File: config.mk
export PLATFORM = sky130hd
export DESIGN_NAME = cmdq_frontend
export DESIGN_NICKNAME = d
export VERILOG_FILES = /design/src/rtl/cmdq_pkg.sv /design/src/rtl/cmdq_ring_math.sv /design/src/rtl/cmdq_regs.sv /design/src/rtl/cmdq_seq.sv /design/src/rtl/cmdq_frontend.sv
export SDC_FILE = /design/constraint.sdc
export NUM_CORES = 1
export LEC_CHECK = 0
export BUFFER_PORTS_ARGS = -buffer_cell sky130_fd_sc_hd__buf_2
export CAP_MARGIN = 25
export CORE_AREA = 2 2 277 279
export DETAILED_ROUTE_END_ITERATION = 7
export DIE_AREA = 0 0 279 281
export GPL_TIMING_DRIVEN = 0
export HOLD_SLACK_MARGIN = 0.08
export PLACE_DENSITY_LB_ADDON = 0.05
export SLEW_MARGIN = 20
export SYNTH_ARGS = -nofsm -noshare
export SYNTH_HDL_FRONTEND = slang
export SYNTH_SLANG_ARGS = --single-unit
export TNS_END_PERCENT = 50
File: constraint.sdc
create_clock -name clk -period 11.61 [get_ports clk]
set_input_delay 3.483 -clock clk [delete_from_list [all_inputs] [get_ports clk]]
set_output_delay 3.483 -clock clk [all_outputs]
set_load 0.03 [all_outputs]
File: src/rtl/cmdq_pkg.sv
package cmdq_pkg;
  typedef enum logic [1:0] {
    SQ_IDLE  = 2'd0,
    SQ_FETCH = 2'd1,
    SQ_EXEC  = 2'd2
  } sq_state_e;

  localparam logic [1:0] RSEL_CTRL = 2'd0;
  localparam logic [1:0] RSEL_BASE = 2'd1;
  localparam logic [1:0] RSEL_WPTR = 2'd2;
  localparam logic [1:0] RSEL_RPTR = 2'd3;
endpackage

File: src/rtl/cmdq_ring_math.sv
module cmdq_ring_math #(
  parameter int PAGES_W  = 8,
  parameter int SZ_SHIFT = 7,
  parameter int IDX_W    = 15,
  parameter int SZ_W     = 16
) (
  input  logic [PAGES_W-1:0] pages,
  input  logic [IDX_W-1:0]   cur_idx,
  output logic [SZ_W-1:0]    ring_units,
  output logic [IDX_W-1:0]   next_idx
);
  logic [SZ_W-1:0]  page_cnt;
  logic [IDX_W:0]   inc;

  always_comb begin
    page_cnt   = SZ_W'(pages) + SZ_W'(1);
    ring_units = page_cnt << SZ_SHIFT;
    inc        = {1'b0, cur_idx} + {{IDX_W{1'b0}}, 1'b1};
    if (SZ_W'(inc) >= ring_units) next_idx = '0;
    else                          next_idx = inc[IDX_W-1:0];
  end
endmodule

File: src/rtl/cmdq_regs.sv
module cmdq_regs
  import cmdq_pkg::*;
#(
  parameter int IDX_W     = 15,
  parameter int CMD_SHIFT = 5,
  parameter int SZ_W      = 16
) (
  input  logic             clk,
  input  logic             rst_n,
  input  logic             acc_valid,
  input  logic             acc_write,
  input  logic             acc_dw,
  input  logic [4:0]       acc_addr,
  input  logic [63:0]      acc_wdata,
  output logic [63:0]      acc_rdata,
  input  logic [IDX_W-1:0] rptr_idx,
  input  logic [SZ_W-1:0]  ring_units,
  output logic             enable_q,
  output logic [63:0]      base_q,
  output logic [IDX_W-1:0] wptr_idx
);
  localparam int OFS_MSB = IDX_W + CMD_SHIFT - 1;
  localparam logic [63:0] BASE_KEEP = ~((64'hF << 48) | (64'hF << 12));

  logic [1:0]       sel;
  logic             wr;
  logic             hi_only;
  logic [63:0]      cur64;
  logic [63:0]      merged;
  logic [IDX_W-1:0] wptr_cand;
  logic             in_range;
  logic             ctrl_we, base_we, wptr_we;
  logic             enable_d;
  logic [63:0]      base_d;
  logic [IDX_W-1:0] wptr_d;
  logic             idle_flag;
  logic             unused_addr;

  assign unused_addr = ^acc_addr[1:0];
  assign sel       = acc_addr[4:3];
  assign wr        = acc_valid & acc_write;
  assign hi_only   = ~acc_dw & acc_addr[2];
  assign idle_flag = (rptr_idx == wptr_idx);

  always_comb begin
    case (sel)
      RSEL_CTRL: cur64 = {32'd0, idle_flag, 30'd0, enable_q};
      RSEL_BASE: cur64 = base_q;
      RSEL_WPTR: cur64 = 64'({wptr_idx, {CMD_SHIFT{1'b0}}});
      default:   cur64 = 64'({rptr_idx, {CMD_SHIFT{1'b0}}});
    endcase
  end

  always_comb begin
    if (acc_dw)            merged = acc_wdata;
    else if (acc_addr[2])  merged = {acc_wdata[31:0], cur64[31:0]};
    else                   merged = {cur64[63:32], acc_wdata[31:0]};
    wptr_cand = merged[OFS_MSB:CMD_SHIFT];
    in_range  = (SZ_W'(wptr_cand) < ring_units);
    ctrl_we   = wr && (sel == RSEL_CTRL) && !hi_only;
    base_we   = wr && (sel == RSEL_BASE) && !enable_q;
    wptr_we   = (wr && (sel == RSEL_WPTR) && in_range) || base_we;
    enable_d  = merged[0];
    base_d    = merged & BASE_KEEP;
    wptr_d    = base_we ? rptr_idx : wptr_cand;
  end

  always_ff @(posedge clk or negedge rst_n) begin
    if (!rst_n) begin
      enable_q <= 1'b0;
      base_q   <= '0;
      wptr_idx <= '0;
    end else begin
      if (ctrl_we) enable_q <= enable_d;
      if (base_we) base_q   <= base_d;
      if (wptr_we) wptr_idx <= wptr_d;
    end
  end

  always_comb begin
    if (acc_dw)           acc_rdata = cur64;
    else if (acc_addr[2]) acc_rdata = {32'd0, cur64[63:32]};
    else                  acc_rdata = {32'd0, cur64[31:0]};
  end

  assert_base_lock_R4: assert property (@(posedge clk) disable iff (!rst_n)
    (wr && sel == RSEL_BASE && enable_q) |=> $stable(base_q));

  assert_base_zero_R4: assert property (@(posedge clk) disable iff (!rst_n)
    (base_q[51:48] == 4'h0 && base_q[15:12] == 4'h0));

  assert_wptr_source_R5: assert property (@(posedge clk) disable iff (!rst_n)
    (wptr_idx != $past(wptr_idx)) |->
      $past(wr && (sel == RSEL_WPTR || sel == RSEL_BASE)));
endmodule

File: src/rtl/cmdq_seq.sv
module cmdq_seq
  import cmdq_pkg::*;
#(
  parameter int PA_W       = 48,
  parameter int PAGE_SHIFT = 12,
  parameter int IDX_W      = 15,
  parameter int CMD_SHIFT  = 5,
  parameter int CMD_W      = 256
) (
  input  logic                       clk,
  input  logic                       rst_n,
  input  logic [PA_W-1:PAGE_SHIFT]   base_addr,
  input  logic [IDX_W-1:0]           wptr_idx,
  input  logic [IDX_W-1:0]           next_idx,
  output logic [IDX_W-1:0]           rptr_idx,
  output logic                       mem_req,
  output logic [PA_W-1:0]            mem_addr,
  input  logic                       mem_rsp_valid,
  input  logic                       mem_rsp_err,
  input  logic [CMD_W-1:0]           mem_rsp_data,
  output logic                       exe_valid,
  output logic [CMD_W-1:0]           exe_cmd,
  input  logic                       exe_done
);
  sq_state_e        state_q, state_d;
  logic [IDX_W-1:0] rptr_q;
  logic             rptr_we;
  logic [CMD_W-1:0] cmd_q;
  logic             cmd_we;

  always_comb begin
    state_d = state_q;
    rptr_we = 1'b0;
    cmd_we  = 1'b0;
    case (state_q)
      SQ_IDLE:  if (rptr_q != wptr_idx) state_d = SQ_FETCH;
      SQ_FETCH: if (mem_rsp_valid) begin
                  if (mem_rsp_err) begin
                    rptr_we = 1'b1;
                    state_d = SQ_IDLE;
                  end else begin
                    cmd_we  = 1'b1;
                    state_d = SQ_EXEC;
                  end
                end
      SQ_EXEC:  if (exe_done) begin
                  rptr_we = 1'b1;
                  state_d = SQ_IDLE;
                end
      default:  state_d = SQ_IDLE;
    endcase
  end

  always_ff @(posedge clk or negedge rst_n) begin
    if (!rst_n) begin
      state_q <= SQ_IDLE;
      rptr_q  <= '0;
    end else begin
      state_q <= state_d;
      if (rptr_we) rptr_q <= next_idx;
    end
  end

  always_ff @(posedge clk) begin
    if (cmd_we) cmd_q <= mem_rsp_data;
  end

  assign rptr_idx  = rptr_q;
  assign mem_req   = (state_q == SQ_FETCH);
  assign mem_addr  = {base_addr, {PAGE_SHIFT{1'b0}}} + PA_W'({rptr_q, {CMD_SHIFT{1'b0}}});
  assign exe_valid = (state_q == SQ_EXEC);
  assign exe_cmd   = cmd_q;

  assert_fetch_hold_R6: assert property (@(posedge clk) disable iff (!rst_n)
    (mem_req && !mem_rsp_valid) |=> (mem_req && $stable(rptr_q)));

  assert_exec_hold_R7: assert property (@(posedge clk) disable iff (!rst_n)
    (exe_valid && !exe_done) |=> (exe_valid && $stable(exe_cmd)));

  assert_one_step_R8: assert property (@(posedge clk) disable iff (!rst_n)
    (rptr_q != $past(rptr_q)) |->
      (rptr_q == IDX_W'($past(rptr_q) + 1'b1) || rptr_q == '0));

  assert_err_skip_R9: assert property (@(posedge clk) disable iff (!rst_n)
    (mem_req && mem_rsp_valid && mem_rsp_err) |=> !exe_valid);

  assert_idle_stays_R10: assert property (@(posedge clk) disable iff (!rst_n)
    (state_q == SQ_IDLE && rptr_q == wptr_idx) |=> !mem_req);
endmodule

File: src/rtl/cmdq_frontend.sv
module cmdq_frontend #(
  parameter int PA_W       = 48,
  parameter int CMD_BYTES  = 32,
  parameter int PAGES_W    = 8,
  parameter int PAGE_SHIFT = 12,
  parameter int OFS_MSB    = 19
) (
  input  logic                   clk,
  input  logic                   rst_n,
  input  logic                   acc_valid,
  input  logic                   acc_write,
  input  logic                   acc_dw,
  input  logic [4:0]             acc_addr,
  input  logic [63:0]            acc_wdata,
  output logic [63:0]            acc_rdata,
  output logic                   mem_req,
  output logic [PA_W-1:0]        mem_addr,
  input  logic                   mem_rsp_valid,
  input  logic                   mem_rsp_err,
  input  logic [CMD_BYTES*8-1:0] mem_rsp_data,
  output logic                   exe_valid,
  output logic [CMD_BYTES*8-1:0] exe_cmd,
  input  logic                   exe_done
);
  localparam int CMD_W     = CMD_BYTES * 8;
  localparam int CMD_SHIFT = $clog2(CMD_BYTES);
  localparam int IDX_W     = OFS_MSB - CMD_SHIFT + 1;
  localparam int SZ_SHIFT  = PAGE_SHIFT - CMD_SHIFT;
  localparam int SZ_W      = PAGES_W + 1 + SZ_SHIFT;

  logic             enable_q;
  logic [63:0]      base_q;
  logic [IDX_W-1:0] wptr_idx;
  logic [IDX_W-1:0] rptr_idx;
  logic [IDX_W-1:0] next_idx;
  logic [SZ_W-1:0]  ring_units;
  logic             unused_enable;

  assign unused_enable = enable_q;

  cmdq_ring_math #(
    .PAGES_W (PAGES_W),
    .SZ_SHIFT(SZ_SHIFT),
    .IDX_W   (IDX_W),
    .SZ_W    (SZ_W)
  ) u_math (
    .pages     (base_q[PAGES_W-1:0]),
    .cur_idx   (rptr_idx),
    .ring_units(ring_units),
    .next_idx  (next_idx)
  );

  cmdq_regs #(
    .IDX_W    (IDX_W),
    .CMD_SHIFT(CMD_SHIFT),
    .SZ_W     (SZ_W)
  ) u_regs (
    .clk       (clk),
    .rst_n     (rst_n),
    .acc_valid (acc_valid),
    .acc_write (acc_write),
    .acc_dw    (acc_dw),
    .acc_addr  (acc_addr),
    .acc_wdata (acc_wdata),
    .acc_rdata (acc_rdata),
    .rptr_idx  (rptr_idx),
    .ring_units(ring_units),
    .enable_q  (enable_q),
    .base_q    (base_q),
    .wptr_idx  (wptr_idx)
  );

  cmdq_seq #(
    .PA_W      (PA_W),
    .PAGE_SHIFT(PAGE_SHIFT),
    .IDX_W     (IDX_W),
    .CMD_SHIFT (CMD_SHIFT),
    .CMD_W     (CMD_W)
  ) u_seq (
    .clk          (clk),
    .rst_n        (rst_n),
    .base_addr    (base_q[PA_W-1:PAGE_SHIFT]),
    .wptr_idx     (wptr_idx),
    .next_idx     (next_idx),
    .rptr_idx     (rptr_idx),
    .mem_req      (mem_req),
    .mem_addr     (mem_addr),
    .mem_rsp_valid(mem_rsp_valid),
    .mem_rsp_err  (mem_rsp_err),
    .mem_rsp_data (mem_rsp_data),
    .exe_valid    (exe_valid),
    .exe_cmd      (exe_cmd),
    .exe_done     (exe_done)
  );
endmodule

After elaboration in Yosys (flattened, before gate mapping)
Index checks and enable logic that the tools add are counted.

operators by class
  magnitude comparators = 2
  equality and inequality tests = 9
  bitwise gates (word level) = 3
  add/subtract/negate cells = 3
  reduce and logical (&&, ||, !) cells = 12
  mux-type cells = 19

operators by type and width
  operator                                                          number
  64-bit 2-to-1 mux                                                 3
  64-bit case mux with 3 select lines                               1
  48-bit by 20-bit adder with 48-bit output                         1
  32-bit 2-to-1 mux                                                 1
  15-bit 2-to-1 mux                                                 2
  15-bit by 1-bit adder with 16-bit output (second input constant)  1
  16-bit greater-or-equal comparator                                1
  15-bit by 16-bit < comparator with 1-bit output                   1
  15-bit == test                                                    1
  15-bit != test                                                    1
  8-bit by 1-bit adder with 9-bit output (second input constant)    1
  2-bit 2-to-1 mux                                                  4
  1-bit logical AND                                                 6
  1-bit 2-to-1 mux                                                  6
  2-bit by 1-bit != test with 1-bit output (second input constant)  3
  2-bit case mux with 3 select lines                                1
  2-bit by 1-bit == test with 1-bit output (second input constant)  2
  2-bit == test (second input constant)                             2
  2-bit zero test                                                   2
  3-bit AND reduction                                               1
  1-bit bitwise AND                                                 2
  1-bit zero test                                                   2
  1-bit case mux with 2 select lines                                1
  1-bit logical OR                                                  1
  1-bit NOT                                                         1

storage, ports and cells
  flip-flop bits (word level) = 345
  bits of input ports = 333
  logic and storage cells = 54
  output and inout port bits = 370

Depth between registers and ports, before layout
  depth in word-level cells = 7
  depth in mapped cells = 15
  mapped depth without buffers = 13

Modules after synthesis
Synthesis repeated with hierarchy kept, for this count alone.

second synthesis, totals
  cells, all modules = 1185
  area, all modules = 15596.2 um2

modules (own cells, without submodules)
  module          area each (um2)  instances  seq. area each (um2)  cells an instance
  cmdq_seq        9621.7           1          8112.8                468
  cmdq_regs       5062.4           1          1801.7                600
  cmdq_ring_math  912.1            1          0.0                   117

Least setup slack after synthesis
No wires, ideal clock.

  path type = input to register
  start point = in mem_rsp_err
  end point = reg u_seq.cmd_q[0] (netlist: u_seq.exe_cmd[0]), enable pin
  slack = -3504 ps
  data arrival time = 14237 ps
  stages on the path = 2
  required time = 10734 ps
  path buffers = 0
  library setup time = 876 ps
  path through = nand2b_1 nor2_1

between the ends
  word-level cells in the longest chain between the ends = 3

RTL lines
  item                  RTL line             RTL
  from (decl)           cmdq_frontend.sv:19  input logic mem_rsp_err,
  1-bit 2-to-1 mux      cmdq_seq.sv:38       if (mem_rsp_err) begin
  1-bit 2-to-1 mux      cmdq_seq.sv:37       SQ_FETCH: if (mem_rsp_valid) begin
  1-bit 2-to-1 mux      cmdq_seq.sv:35       case (state_q)
  via u_seq.cmd_we      cmdq_seq.sv:29       logic cmd_we;
  to (signal assigned)  cmdq_seq.sv:65       if (cmd_we) cmd_q <= mem_rsp_data;
  to (decl)             cmdq_seq.sv:28       logic [CMD_W-1:0] cmd_q;

The timed path passes the listed nets, and every way through them passes these cells.
A chain may end at the register's enable or synchronous reset.

Worst setup path in the final report
  start point = in acc_dw
  end point = out acc_rdata[10]

between the ends
  word-level cells in the longest chain between the ends = 1

RTL lines
  item               RTL line             RTL
  from (decl)        cmdq_frontend.sv:12  input logic acc_dw,
  64-bit 2-to-1 mux  cmdq_regs.sv:81      if (acc_dw) acc_rdata = cur64;
  to (decl)          cmdq_frontend.sv:15  output logic [63:0] acc_rdata,

Every way passes these cells.

==> flow_metrics.env <==
export IMPL_stdcell_count=2872
export IMPL_arrival_ns=6.12
export IMPL_fp_coreArea_um2=75400
export IMPL_preCtsSetupSlack_ns=2.11
export IMPL_antenna_found_initial=35
export IMPL_syn_avg_cell_area_um2=13.2
export IMPL_wl_per_cell_um=24.3
export IMPL_cts_buffer_depth=3
export IMPL_start_util=0.192
export IMPL_die_area_um2=78400
export IMPL_maxSlewViolCount=0
export IMPL_hold_slack_ns=0.490
export IMPL_dieWidth_um=279
export IMPL_rsz0062_at_grt="no"
export IMPL_hpwlAfterDp_um=57500
export IMPL_relSlewSlack=0.264
export IMPL_grt_pass1_vias=12000
export IMPL_vias=11900
export IMPL_fin_ws_ns=2.01
export IMPL_die_height_um=281
export IMPL_worstSetupEndpointType="primary output"
export IMPL_cts_sinks=345
export IMPL_fillers=8028
export IMPL_cts_buffers=45
export IMPL_crit_buf_inv=5
export IMPL_port_buffers=687
export IMPL_crit_slowest_cell="clkbuf_1"
export IMPL_yosysUniqueCellTypes=64
export IMPL_post_cts_buffers=0
export IMPL_hold_class="reg2reg"
export IMPL_synthTopCellsByArea="edfxtp_1 53%, dfrtp_1 15%, nand2_1 3.0%"
export IMPL_crit_path_cell_trace="buf_2 > nand2b_1 > clkbuf_1 > clkbuf_1 > buf_1 > a21oi_1 > a21oi_1 > buf_2"
export IMPL_max_freq_mhz=104
export IMPL_required_ns=8.13
export IMPL_total_power_mw=3.94
export IMPL_synth_edf_count=256
export IMPL_period_needed_ns=9.60
export IMPL_status="complete, no violations"
export IMPL_synth_cells=1095
export IMPL_async_reset_ff_frac=0.258
export IMPL_initialDrtViolationCount=553
export IMPL_cts_hold_buf=0
export IMPL_cts_resized=0
export IMPL_yosys_warnings=0
export IMPL_cts_root_buffer="clkbuf_16"
export IMPL_switching_share=0.339
export IMPL_pwr_share_comb=0.241
export IMPL_post_drt_via_cell_ratio=4.13
export IMPL_setup_violations=0
export IMPL_htreeDepth=2
export IMPL_synth_top_cell_area_share=0.531
export IMPL_finalWirelength_um=69900
export IMPL_drc=0
export IMPL_clk_pin_slew_ns=0.05
export IMPL_rows=101
export IMPL_cts_tree="built"
export IMPL_insertion_delay_ns=0.57
export IMPL_grt_pass1_wl_um=93900
export IMPL_ant_nets=0
export IMPL_grt_max_degree=50
export IMPL_p_per_area_nw_per_um2=188
export IMPL_area_growth_pct=44.5
export IMPL_seqPwrFrac=0.414
export IMPL_fin_skew_ns=0.0149
export IMPL_io_pins=703
export IMPL_grt_ovfl_total=0
export IMPL_synthFlopType="edfxtp_1"
export IMPL_cap_violations=0
export IMPL_seq_area_frac_synth=0.685
export IMPL_worst_slew_pin_slew_ns=1.10
export IMPL_firstDrtPassIters=6
export IMPL_intPower_mw=2.61
export IMPL_p_leak_nw=9.12
export IMPL_multi_input_area_um2=4070
export IMPL_switching_power_mw=1.33
export IMPL_path_class="in2out"
export IMPL_yosys_area_top_type="edfxtp_1"
export IMPL_ir_worst_vdd_mv=0.0912
export IMPL_ys_seq_elements=345
export IMPL_cp_start_kind="input port"
export IMPL_drive_above_1_share=0.441
export IMPL_final_nets=2209
export IMPL_grt_use_total=0.170
export IMPL_fin_crit_sh=0.827
export IMPL_crit_family="buffers and inverters"
export IMPL_syn_area_um2=14500
export IMPL_regArea_um2=9910
export IMPL_dp_cells=2781
export IMPL_hold_violations=0
export IMPL_cp_slowest_stage_delay_ns=0.57
export IMPL_pwr_share_clk=0.345
export IMPL_gp_congestion=0.796
export IMPL_cp_max_fo=10
## cell usage after synthesis (all sizes together), types with 2 or more instances
| master | number |
|---|---|
| nor2 | 54 |
| inv | 30 |
| nand2b | 5 |
| a22oi | 47 |
| xor2 | 31 |
| nor2b | 5 |
| nor4 | 6 |
| o31ai | 2 |
| and2 | 5 |
| nor3b | 4 |
| a211oi | 3 |
| nand4 | 9 |
| edfxtp | 256 |
| a21o | 4 |
| nand2 | 117 |
| nor3 | 10 |
| buf | 38 |
| nand3b | 5 |
| mux2i | 6 |
| nand3 | 31 |
| xnor2 | 35 |
| dfrtp | 89 |
| a221oi | 11 |
| clkbuf | 47 |
| and3 | 38 |
| or3 | 5 |
| o21ai | 72 |
| a21oi | 66 |
| mux2 | 17 |
| o21a | 2 |
| ha | 25 |
| a22o | 3 |
## per-layer routing
metal	GRT usage	up-vias	part of all wire
met3	0.0490	130	0.067
met5	0	-	0.00094
li1	-	5516	-
met1	0.185	5720	0.38
met4	0.0562	8	0.030
met2	0.316	497	0.53
## power groups by stage
stage,logic [mW],registers [mW],clock network [mW]
final,0.950,1.63,1.36
after global routing,1.02,1.65,1.46
after CTS,0.965,1.63,1.42
after detailed placement,0.962,1.65,0
after global placement,0.926,1.70,0
after floorplan,0.415,1.82,0
## placed cells by master, fill, tap and decap left out, types with 10 or more instances in the layout
master,n
o21ai_0,69
inv_1,30
a22oi_1,46
xor2_1,31
nand2_1,117
clkinv_2,10
clkinv_1,18
xnor2_1,35
nand3_1,30
edfxtp_1,256
buf_4,20
and3_1,38
clkbuf_1,50
dfrtp_1,89
clkbuf_16,46
nor2_1,50
mux2_2,16
ha_1,25
buf_2,698
a21oi_1,64
## flip-flops by register name, summed over array words and instances, names as in the netlist
register / flops
u_regs.base_q: 56
u_regs.enable_q: 1
u_regs.wptr_idx: 15
u_seq.exe_cmd: 256
u_seq.rptr_idx: 15
u_seq.state_q: 2
## area by class of cell
| cell class | count | area share |
|---|---|---|
| Sequential cell | 345 | 0.474 |
| Multi-Input combinational cell | 643 | 0.195 |
| Timing Repair Buffer | 700 | 0.179 |
| Tap cell | 978 | 0.0585 |
| Clock buffer | 50 | 0.0557 |
| Buffer | 85 | 0.0200 |
| Clock inverter | 34 | 0.0121 |
| Inverter | 30 | 0.00538 |
| Antenna cell | 7 | 0.000837 |
## stage by stage
| step | utilization | TNS, ns | cell area (µm²) |
|---|---|---|---|
| floorplan | - | 0 | 14500 |
| CTS | 0.277 | 0 | 20900 |
| detailed placement | 0.258 | 0 | 19500 |
| global route | 0.277 | 0 | 20900 |
| finish | 0.277 | 0 | 20900 |
| global placement | 0.254 | -719.50 | 19200 |
## final timing paths
check,startpoint,end,slack [ns],cells past startpoint
max reg2reg,u_seq.rptr_idx[1]$_DFFE_PN0P_,u_seq.rptr_idx[9]$_DFFE_PN0P_,7.81,11
min reg2reg,u_regs.base_q[8]$_DFFE_PN0P_,u_regs.base_q[8]$_DFFE_PN0P_,0.49,2
min,u_regs.base_q[8]$_DFFE_PN0P_,u_regs.base_q[8]$_DFFE_PN0P_,0.49,2
min in group asynchronous,rst_n,u_regs.base_q[55]$_DFFE_PN0P_,2.87,1
max in group asynchronous,rst_n,u_regs.base_q[10]$_DFFE_PN0P_,8.07,2
max,acc_dw,acc_rdata[10],2.01,8
## cell families (layout without fill, tap and decap cells)
family | Yosys count | after routing | share of synthesized area
AOI/OAI and AO/OA | 219 | 219 | 0.0955
other | 1 | 16 | 0.000259
buffers and inverters | 115 | 899 | 0.0366
DFF | 345 | 345 | 0.685
and+or+nand+nor | 300 | 300 | 0.102
muxes | 23 | 23 | 0.0176
adders and majority gates | 26 | 26 | 0.0230
xor gates and xnor gates | 66 | 66 | 0.0399
## worst reg2reg max path, cell delays in order, from the launching register on
cell and delay, ns:
dfrtp_1 0.36, clkbuf_1 0.43, nand2_1 0.20, nor3_1 0.61, and2_1 0.28, xor2_1 0.10
ha_1 0.33, nand4_1 0.16, a2111oi_2 0.40, o2111ai_1 0.24, a21oi_2 0.44, nor2_1 0.11
Power figures use the tool's default switching activity.
